## src/rtl/mdu_pkg.sv

```systemverilog
package mdu_pkg;
  typedef enum logic [3:0] {
    OP_MULT  = 4'd0,
    OP_MULTU = 4'd1,
    OP_MADD  = 4'd2,
    OP_MADDU = 4'd3,
    OP_DIV   = 4'd4,
    OP_DIVU  = 4'd5,
    OP_MTHI  = 4'd6,
    OP_MTLO  = 4'd7,
    OP_MFHI  = 4'd8,
    OP_MFLO  = 4'd9
  } mduOp_e;

  // strobes from control to datapath
  typedef struct packed {
    logic mulEn;
    logic maddEn;
    logic isSigned;
    logic divLoad;
    logic divStep;
    logic divLast;
    logic wrHi;
    logic wrLo;
    logic rdEn;
    logic rdSelLo;
  } mduCtl_t;
endpackage

```

## src/rtl/mdu_ctrl.sv

```systemverilog
module mdu_ctrl
  import mdu_pkg::*;
#(
  parameter int WIDTH = 32
) (
  input  logic    clk,
  input  logic    rstN,
  input  logic    start,
  input  logic [3:0] op,
  output mduCtl_t ctl,
  output logic    busy,
  output logic    err
);
  localparam int CNT_W = $clog2(WIDTH);
  localparam logic [CNT_W-1:0] LAST = CNT_W'(WIDTH - 1);

  logic busyQ, pendQ, pendSelQ, errQ;
  logic [CNT_W-1:0] cntQ;
  logic isMf, isWork, accept, newPend, errNext;

  always_comb begin
    isMf    = (op == OP_MFHI) || (op == OP_MFLO);
    isWork  = (op <= OP_MTLO);
    accept  = start && !busyQ;
    newPend = start && busyQ && isMf && !pendQ;
    errNext = start && busyQ && (isWork || (isMf && pendQ));

    ctl          = '0;
    ctl.isSigned = !op[0];
    ctl.mulEn    = accept && ((op == OP_MULT) || (op == OP_MULTU));
    ctl.maddEn   = accept && ((op == OP_MADD) || (op == OP_MADDU));
    ctl.divLoad  = accept && ((op == OP_DIV) || (op == OP_DIVU));
    ctl.divStep  = busyQ;
    ctl.divLast  = busyQ && (cntQ == LAST);
    ctl.wrHi     = accept && (op == OP_MTHI);
    ctl.wrLo     = accept && (op == OP_MTLO);
    ctl.rdEn     = (accept && isMf) || (ctl.divLast && (pendQ || newPend));
    ctl.rdSelLo  = pendQ ? pendSelQ : (op == OP_MFLO);
  end

  always_ff @(posedge clk or negedge rstN) begin
    if (!rstN) begin
      busyQ    <= 1'b0;
      cntQ     <= '0;
      pendQ    <= 1'b0;
      pendSelQ <= 1'b0;
      errQ     <= 1'b0;
    end else begin
      errQ <= errNext;
      if (ctl.divLoad) begin
        busyQ <= 1'b1;
        cntQ  <= '0;
      end else if (ctl.divLast) begin
        busyQ <= 1'b0;
      end else if (busyQ) begin
        cntQ <= cntQ + 1'b1;
      end
      if (ctl.divLast)  pendQ <= 1'b0;
      else if (newPend) pendQ <= 1'b1;
      if (newPend) pendSelQ <= (op == OP_MFLO);
    end
  end

  assign busy = busyQ;
  assign err  = errQ;

  // busy is only entered from an accepted start
  p_busy_from_start_r5: assert property (@(posedge clk) disable iff (!rstN)
    $rose(busyQ) |-> $past(start));
  // busy cannot end before the final iteration
  p_busy_hold_r5: assert property (@(posedge clk) disable iff (!rstN)
    (busyQ && (cntQ != LAST)) |=> busyQ);
  // an error pulse only follows a busy cycle
  p_err_after_busy_r8: assert property (@(posedge clk) disable iff (!rstN)
    errQ |-> $past(busyQ));
endmodule

```

## src/rtl/mdu_datapath.sv

```systemverilog
module mdu_datapath
  import mdu_pkg::*;
#(
  parameter int WIDTH = 32
) (
  input  logic             clk,
  input  logic             rstN,
  input  mduCtl_t          ctl,
  input  logic [WIDTH-1:0] opA,
  input  logic [WIDTH-1:0] opB,
  output logic [WIDTH-1:0] rdData,
  output logic             rdValid
);
  localparam int DW = 2 * WIDTH;

  logic [WIDTH-1:0] hiQ, loQ, remQ, quoQ, dvsQ, dividendQ;
  logic negQuoQ, negRemQ, zeroQ;

  logic [DW-1:0]    extA, extB, prod, macc;
  logic [WIDTH:0]   trial;
  logic [WIDTH-1:0] remN, quoN, qFin, rFin, absA, absB, hiNext, loNext;

  // multiply and multiply-add
  always_comb begin
    extA = {{WIDTH{ctl.isSigned & opA[WIDTH-1]}}, opA};
    extB = {{WIDTH{ctl.isSigned & opB[WIDTH-1]}}, opB};
    prod = extA * extB;
    macc = {hiQ, loQ} + prod;
  end

  // one restoring divide step plus final sign fix
  always_comb begin
    trial = {remQ, quoQ[WIDTH-1]} - {1'b0, dvsQ};
    if (!trial[WIDTH]) begin
      remN = trial[WIDTH-1:0];
      quoN = {quoQ[WIDTH-2:0], 1'b1};
    end else begin
      remN = {remQ[WIDTH-2:0], quoQ[WIDTH-1]};
      quoN = {quoQ[WIDTH-2:0], 1'b0};
    end
    qFin = zeroQ ? '1 : (negQuoQ ? -quoN : quoN);
    rFin = zeroQ ? dividendQ : (negRemQ ? -remN : remN);
    absA = (ctl.isSigned && opA[WIDTH-1]) ? -opA : opA;
    absB = (ctl.isSigned && opB[WIDTH-1]) ? -opB : opB;
  end

  always_comb begin
    hiNext = hiQ;
    loNext = loQ;
    if (ctl.mulEn) {hiNext, loNext} = prod;
    if (ctl.maddEn) {hiNext, loNext} = macc;
    if (ctl.divLast) begin
      hiNext = rFin;
      loNext = qFin;
    end
    if (ctl.wrHi) hiNext = opA;
    if (ctl.wrLo) loNext = opA;
  end

  always_ff @(posedge clk or negedge rstN) begin
    if (!rstN) begin
      hiQ       <= '0;
      loQ       <= '0;
      remQ      <= '0;
      quoQ      <= '0;
      dvsQ      <= '0;
      dividendQ <= '0;
      negQuoQ   <= 1'b0;
      negRemQ   <= 1'b0;
      zeroQ     <= 1'b0;
      rdData    <= '0;
      rdValid   <= 1'b0;
    end else begin
      hiQ     <= hiNext;
      loQ     <= loNext;
      rdValid <= ctl.rdEn;
      if (ctl.rdEn) rdData <= ctl.rdSelLo ? loNext : hiNext;
      if (ctl.divLoad) begin
        remQ      <= '0;
        quoQ      <= absA;
        dvsQ      <= absB;
        dividendQ <= opA;
        negQuoQ   <= ctl.isSigned && (opA[WIDTH-1] ^ opB[WIDTH-1]);
        negRemQ   <= ctl.isSigned && opA[WIDTH-1];
        zeroQ     <= (opB == '0);
      end else if (ctl.divStep) begin
        remQ <= remN;
        quoQ <= quoN;
      end
    end
  end

  // HI and LO are frozen while the divider iterates
  p_hilo_frozen_r8: assert property (@(posedge clk) disable iff (!rstN)
    (ctl.divStep && !ctl.divLast) |=> ($stable(hiQ) && $stable(loQ)));
  // a zero divisor ends with an all-ones quotient
  p_zero_divisor_r4: assert property (@(posedge clk) disable iff (!rstN)
    (ctl.divLast && zeroQ) |=> (loQ == '1));
endmodule

```

## src/rtl/mdu_unit.sv

```systemverilog
module mdu_unit
  import mdu_pkg::*;
#(
  parameter int WIDTH = 32
) (
  input  logic             clk,
  input  logic             rstN,
  input  logic             start,
  input  logic [3:0]       op,
  input  logic [WIDTH-1:0] opA,
  input  logic [WIDTH-1:0] opB,
  output logic             busy,
  output logic             err,
  output logic             rdValid,
  output logic [WIDTH-1:0] rdData
);
  mduCtl_t ctl;

  mdu_ctrl #(.WIDTH(WIDTH)) uCtrl (
    .clk(clk), .rstN(rstN), .start(start), .op(op),
    .ctl(ctl), .busy(busy), .err(err)
  );

  mdu_datapath #(.WIDTH(WIDTH)) uPath (
    .clk(clk), .rstN(rstN), .ctl(ctl), .opA(opA), .opB(opB),
    .rdData(rdData), .rdValid(rdValid)
  );

  // no read result is delivered while a divide is running
  p_read_when_idle_r7: assert property (@(posedge clk) disable iff (!rstN)
    rdValid |-> !busy);
  // an accepted multiply-add never raises busy
  p_madd_no_busy_r2: assert property (@(posedge clk) disable iff (!rstN)
    (start && !busy && ((op == OP_MADD) || (op == OP_MADDU))) |=> !busy);
endmodule

```

## config.mk

```make
export PLATFORM = sky130hd
export DESIGN_NAME = mdu_unit
export DESIGN_NICKNAME = d
export VERILOG_FILES = /design/src/rtl/mdu_pkg.sv /design/src/rtl/mdu_ctrl.sv /design/src/rtl/mdu_datapath.sv /design/src/rtl/mdu_unit.sv
export SDC_FILE = /design/constraint.sdc
export NUM_CORES = 2
export LEC_CHECK = 0
export ABC_AREA = 1
export ABC_CLOCK_PERIOD_IN_PS = 6200
export BUFFER_PORTS_ARGS = -buffer_cell sky130_fd_sc_hd__clkbuf_2
export CORE_MARGIN = 2
export CORE_UTILIZATION = 64
export DETAILED_ROUTE_END_ITERATION = 12
export GPL_ROUTABILITY_DRIVEN = 1
export PLACE_DENSITY = 0.81
export SLEW_MARGIN = 5
export SYNTH_ARGS = -nofsm -noshare
export SYNTH_HDL_FRONTEND = slang
export SYNTH_SLANG_ARGS = --single-unit
```

## constraint.sdc

```tcl
create_clock -name clk -period 6.2 [get_ports clk]
set_input_delay 0 -clock clk [delete_from_list [all_inputs] [get_ports clk]]
set_output_delay 0 -clock clk [all_outputs]
set_load 0.05 [all_outputs]
```

==> results.yml, run 1 <==
clock_network:
  cts.sinks: 237
  cts.path.max_buffers: 3
  cts.htree.levels: 1
  cts-root-buf: "clkbuf_16"
  numCtsBuffers: 27
die:
  die_x_um: 315.1
  fp.dieH_um: 315.1
  num_rows: 114
  start_util: 0.6433
  pin_count: 106
placed_design:
  pre_cts_ws_ns: -3.505
  io_buffers: 105
  hpwlAfterDp_mm: 209.9
  gp_congestion: 1.106
yosys:
  syn_nets: 10113
  async_flop_share: 1.000
  syn_avg_cell_area_um2: 7.205
  ys_types: 62
  seq_area_frac_synth: 0.09575
  ys_ff_latch: 237
  syn_inst: 8597
  ys.flop_type: "dfrtp_1"
  syn-cell-area_um2: 61940
  yosysWarnings: 0
  synth_edf_count: 0
global_routing:
  grt_max_degree: 167
  grt_usage: 0.6585
  grt_first_pass_wirelength_mm: 476.5
  first_global_vias: 76978
  overflow: 2
status:
  tool.error: "[ERROR GRT-0116] Global routing finished with congestion. Check the congestion regions in the DRC Viewer."
  stop_stage: "global routing"
  status: "did not finish"
## Yosys cell counts (17+ instances only)
cell,n,area [um^2]
a21o_1,17,127.6
a21oi_1,325,1627
buf_1,79,296.5
clkbuf_1,290,1089
dfrtp_1,237,5931
fa_1,1127,22560
ha_1,318,3979
inv_1,2097,7871
nand2_1,2288,8588
nand2_2,20,125.1
nand3_1,287,1436
nand3b_1,17,127.6
nand4_1,39,244.0
nor2_1,551,2068
nor3_1,60,300.3
o211ai_1,48,360.4
o21ai_0,378,1892
o21bai_1,25,187.7
o22ai_1,40,250.2
xnor2_1,53,464.2
xor2_1,94,823.3
## cell families after synthesis
kind of cell	count (synthesis)	synth area share
simple gates	3332	0.2169
buf+inv	2495	0.1524
fa+ha+maj	1445	0.4285
compound gates	941	0.08567
flops	237	0.09575
xor+xnor	147	0.02079
## repair_timing
| item | in CTS |
|---|---|
| endpoints found under the hold margin | 77 |
| pin swaps | 341 |
| buffers inserted | 154 |
| cloned | 7 |
| gates resized for setup | 988 |
| endpoints found under the setup margin | 86 |
| hold buffers | 9 |
## through the flow
stage / instances / setup TNS (ns) / area [um^2] / utilization
floorplan: 8597 / -103.54 / 64170 / -
global placement: 10625 / -234.66 / 72480 / 0.7528
detailed placement: 10625 / -244.52 / 72480 / 0.7528
CTS: 10838 / -148.53 / 78540 / 0.8158
## layer usage
metal  overflow  track usage
met3          0       0.4418
met5          0       0.1717
met1          0       0.6786
met2          2       0.8594
met4          0       0.6386
==> run 2, diff against run 1 <==
--- a/config.mk
+++ b/config.mk
@@ -9,10 +9,10 @@
 export ABC_CLOCK_PERIOD_IN_PS = 6200
 export BUFFER_PORTS_ARGS = -buffer_cell sky130_fd_sc_hd__clkbuf_2
 export CORE_MARGIN = 2
-export CORE_UTILIZATION = 64
+export CORE_UTILIZATION = 40
 export DETAILED_ROUTE_END_ITERATION = 12
 export GPL_ROUTABILITY_DRIVEN = 1
-export PLACE_DENSITY = 0.81
+export PLACE_DENSITY_LB_ADDON = 0.15
 export SLEW_MARGIN = 5
 export SYNTH_ARGS = -nofsm -noshare
 export SYNTH_HDL_FRONTEND = slang
==> run 2 against run 1 <==
  * The flow now finishes, with violations (hold timing, setup timing)
  * Synthesized area is the same
  * Synthesized cell count is the same
==> results.yml, run 2 <==
sta:
  finalSetupViolations: 85
  hold_ws_ns: -0.004497
  slew_headroom: 0.07897
  clock_skew_ns: 0.07160
  worst_slew_pin_slew_ns: 1.380
  maxSlewViolCount: 0
  fin_ws_ns: -2.280
  period_needed_ns: 8.480
  period_share: 1.368
  fin_tns_setup_ns: -156.44
  timing_hold_violations_final: 12
  max_freq_mhz: 117.9
  rsz0062_at_grt: "true"
worst_setup_path:
  r2r_slack_ns: 0.60
  max_stage_delay_ns: 0.60
  cp.required_ns: 6.74
  startpoint: "opA[20]"
  r2r_cells: 32
  crit_arrival_ns: 9.02
  worstSetupPathType: "input pin to flop"
  r2r-start: "uPath.quoQ[31]"
  slowest_stage: "fa_1"
  cp_common_cell: "fa_1"
  worstPathMaxFanout: 13
  end_kind: "flop"
  reg2reg_to: "uPath.rdData[30]"
  critPathLaunchType: "input pin"
yosys:
  synth_commonest_cells: "nand2_1, inv_1, fa_1"
  synth_top_area_frac: 0.3643
  syn_nets: 10113
  async_flop_share: 1.000
  yosysWarnings: 0
  ys.flop_type: "dfrtp_1"
  syn_avg_cell_area_um2: 7.205
  ys_ff_latch: 237
  synth_edf_count: 0
  seq_area_frac_synth: 0.09575
  syn_inst: 8597
  yosysTopAreaCell: "fa_1"
  yosysMostFrequentCell: "nand2_1"
  synthTopCellsByArea: "fa_1, nand2_1, inv_1"
  syn-cell-area_um2: 61940
  ys_types: 62
clock_network:
  clk_pin_slew_ns: 0.06
  clkLatencyLatePin_ns: 0.65
  cts.htree.levels: 1
  cts-root-buf: "clkbuf_16"
  cts.sinks: 237
  cts.path.max_buffers: 3
  numCtsBuffers: 28
  cts_tree: "yes"
routing:
  detail-route-antenna-nets: 0
  drc: 0
  dr.pass1.iters: 6
  drt_wl_total_mm: 261.2
  viasPerCell: 5.135
  drt-wirelength-per-cell_um: 22.19
  drtIter0Drc: 4911
  vias: 60425
global_routing:
  overflow: 0
  grt_first_pass_wirelength_mm: 396.5
  grt_usage: 0.3348
  first_global_vias: 62402
  grt_antenna_before_repair: 8
  grt_max_degree: 163
die:
  start_util: 0.4025
  die_x_um: 397.5
  die_area_um2: 158000
  core_area_um2: 153900
  num_rows: 144
  fp.dieH_um: 397.5
  pin_count: 106
final_layout:
  multi_input_area_um2: 52750
  final_cell_mix: "nand2_1, inv_1, fa_1, buf_4, nor2_1"
  final_cells: 11768
  drive_gt1_frac: 0.2789
  area_growth_pct: 34.74
  fillers: 14824
  finalNetCount: 11218
  layout_commonest_cell: "nand2_1"
  seqCellArea_um2: 5931
placed_design:
  gp_congestion: 1.033
  dp.cells: 11455
  pre_cts_ws_ns: -4.096
  io_buffers: 105
  hpwlAfterDp_mm: 215.4
worst_hold_path:
  hp-class: "input pin to asynchronous set/reset pin"
flow_run:
  maxCapViolCount: 0
status:
  status: "finished, violations left"
  failed_checks: "hold timing, setup timing"
[run 2: cell counts after synthesis]
No cell type changed its count.
[run 2: how the worst max path moves through the flow]
stage                            end  slack (ns)  cells past startpoint
floorplan           uPath.rdData[27]       -1.82                     44
global placement       uPath.hiQ[24]       -4.18                     48
detailed placement     uPath.hiQ[24]       -4.10                     48
CTS                 uPath.rdData[30]       -2.29                     46
global route        uPath.rdData[20]       -2.57                     49
finish              uPath.rdData[20]       -2.28                     45
[run 2: logic make-up after synthesis]
family / after synthesis / synth area share
AO/OA/AOI/OAI: 941 / 0.08567
buffers and inverters: 2495 / 0.1524
AND/OR/NAND/NOR: 3332 / 0.2169
XOR/XNOR: 147 / 0.02079
flip-flops: 237 / 0.09575
adder cells (fa/ha/maj): 1445 / 0.4285
[run 2: what timing repair did]
item                       4_1_cts  5_1_grt
setup buffers                  205       75
gates resized for setup       1138      430
setup endpoints to repair       86       87
gates cloned                     4        0
hold endpoints to repair        81        0
hold buffers                     8        0
pin swaps                      412      308
[run 2: cell type report]
class,count,share of cell area
multi-input cells,5865,0.6320
repair buffers,1463,0.1591
inverters,2107,0.09539
flip-flops and latches,237,0.07106
well taps,2044,0.03064
clock buffers,39,0.009730
clock inverters,11,0.001964
diodes,2,0.00005997
[run 2: critical path: cells and delay by family]
family                   cells  cell delay [ns]
XOR/XNOR                     2             0.34
adder cells (fa/ha/maj)     10             4.71
AO/OA/AOI/OAI                8             1.23
AND/OR/NAND/NOR             13             1.32
buffers and inverters       12             1.33
[run 2: per-stage QoR]
stage / cell area, um^2 / util / hold slack (ns)
5_1_grt: 83460 / 0.5424 / 0.02963
6_report: 83460 / 0.5424 / -0.004497
3_3_place_gp: 74130 / 0.4818 / 0.04521
4_1_cts: 81470 / 0.5295 / 0.007061
3_5_place_dp: 74130 / 0.4818 / 0.04535
2_1_floorplan: 64170 / - / -0.2956
[run 2: metal layers]
layer | wire (um) | track usage | part of all wire | vias to the layer above
li1 | - | - | - | 27629
met1 | 113300 | 0.4710 | 0.43 | 30210
met2 | 116000 | 0.5235 | 0.44 | 2182
met3 | 18380 | 0.04399 | 0.070 | 402
met4 | 13480 | 0.1302 | 0.052 | 2
met5 | 12 | 0 | 0.000046 | -
Power of run 2 is left out: the tool's default activity adds up to more than one toggle a clock period on the data nets, which glitch-free logic cannot reach.
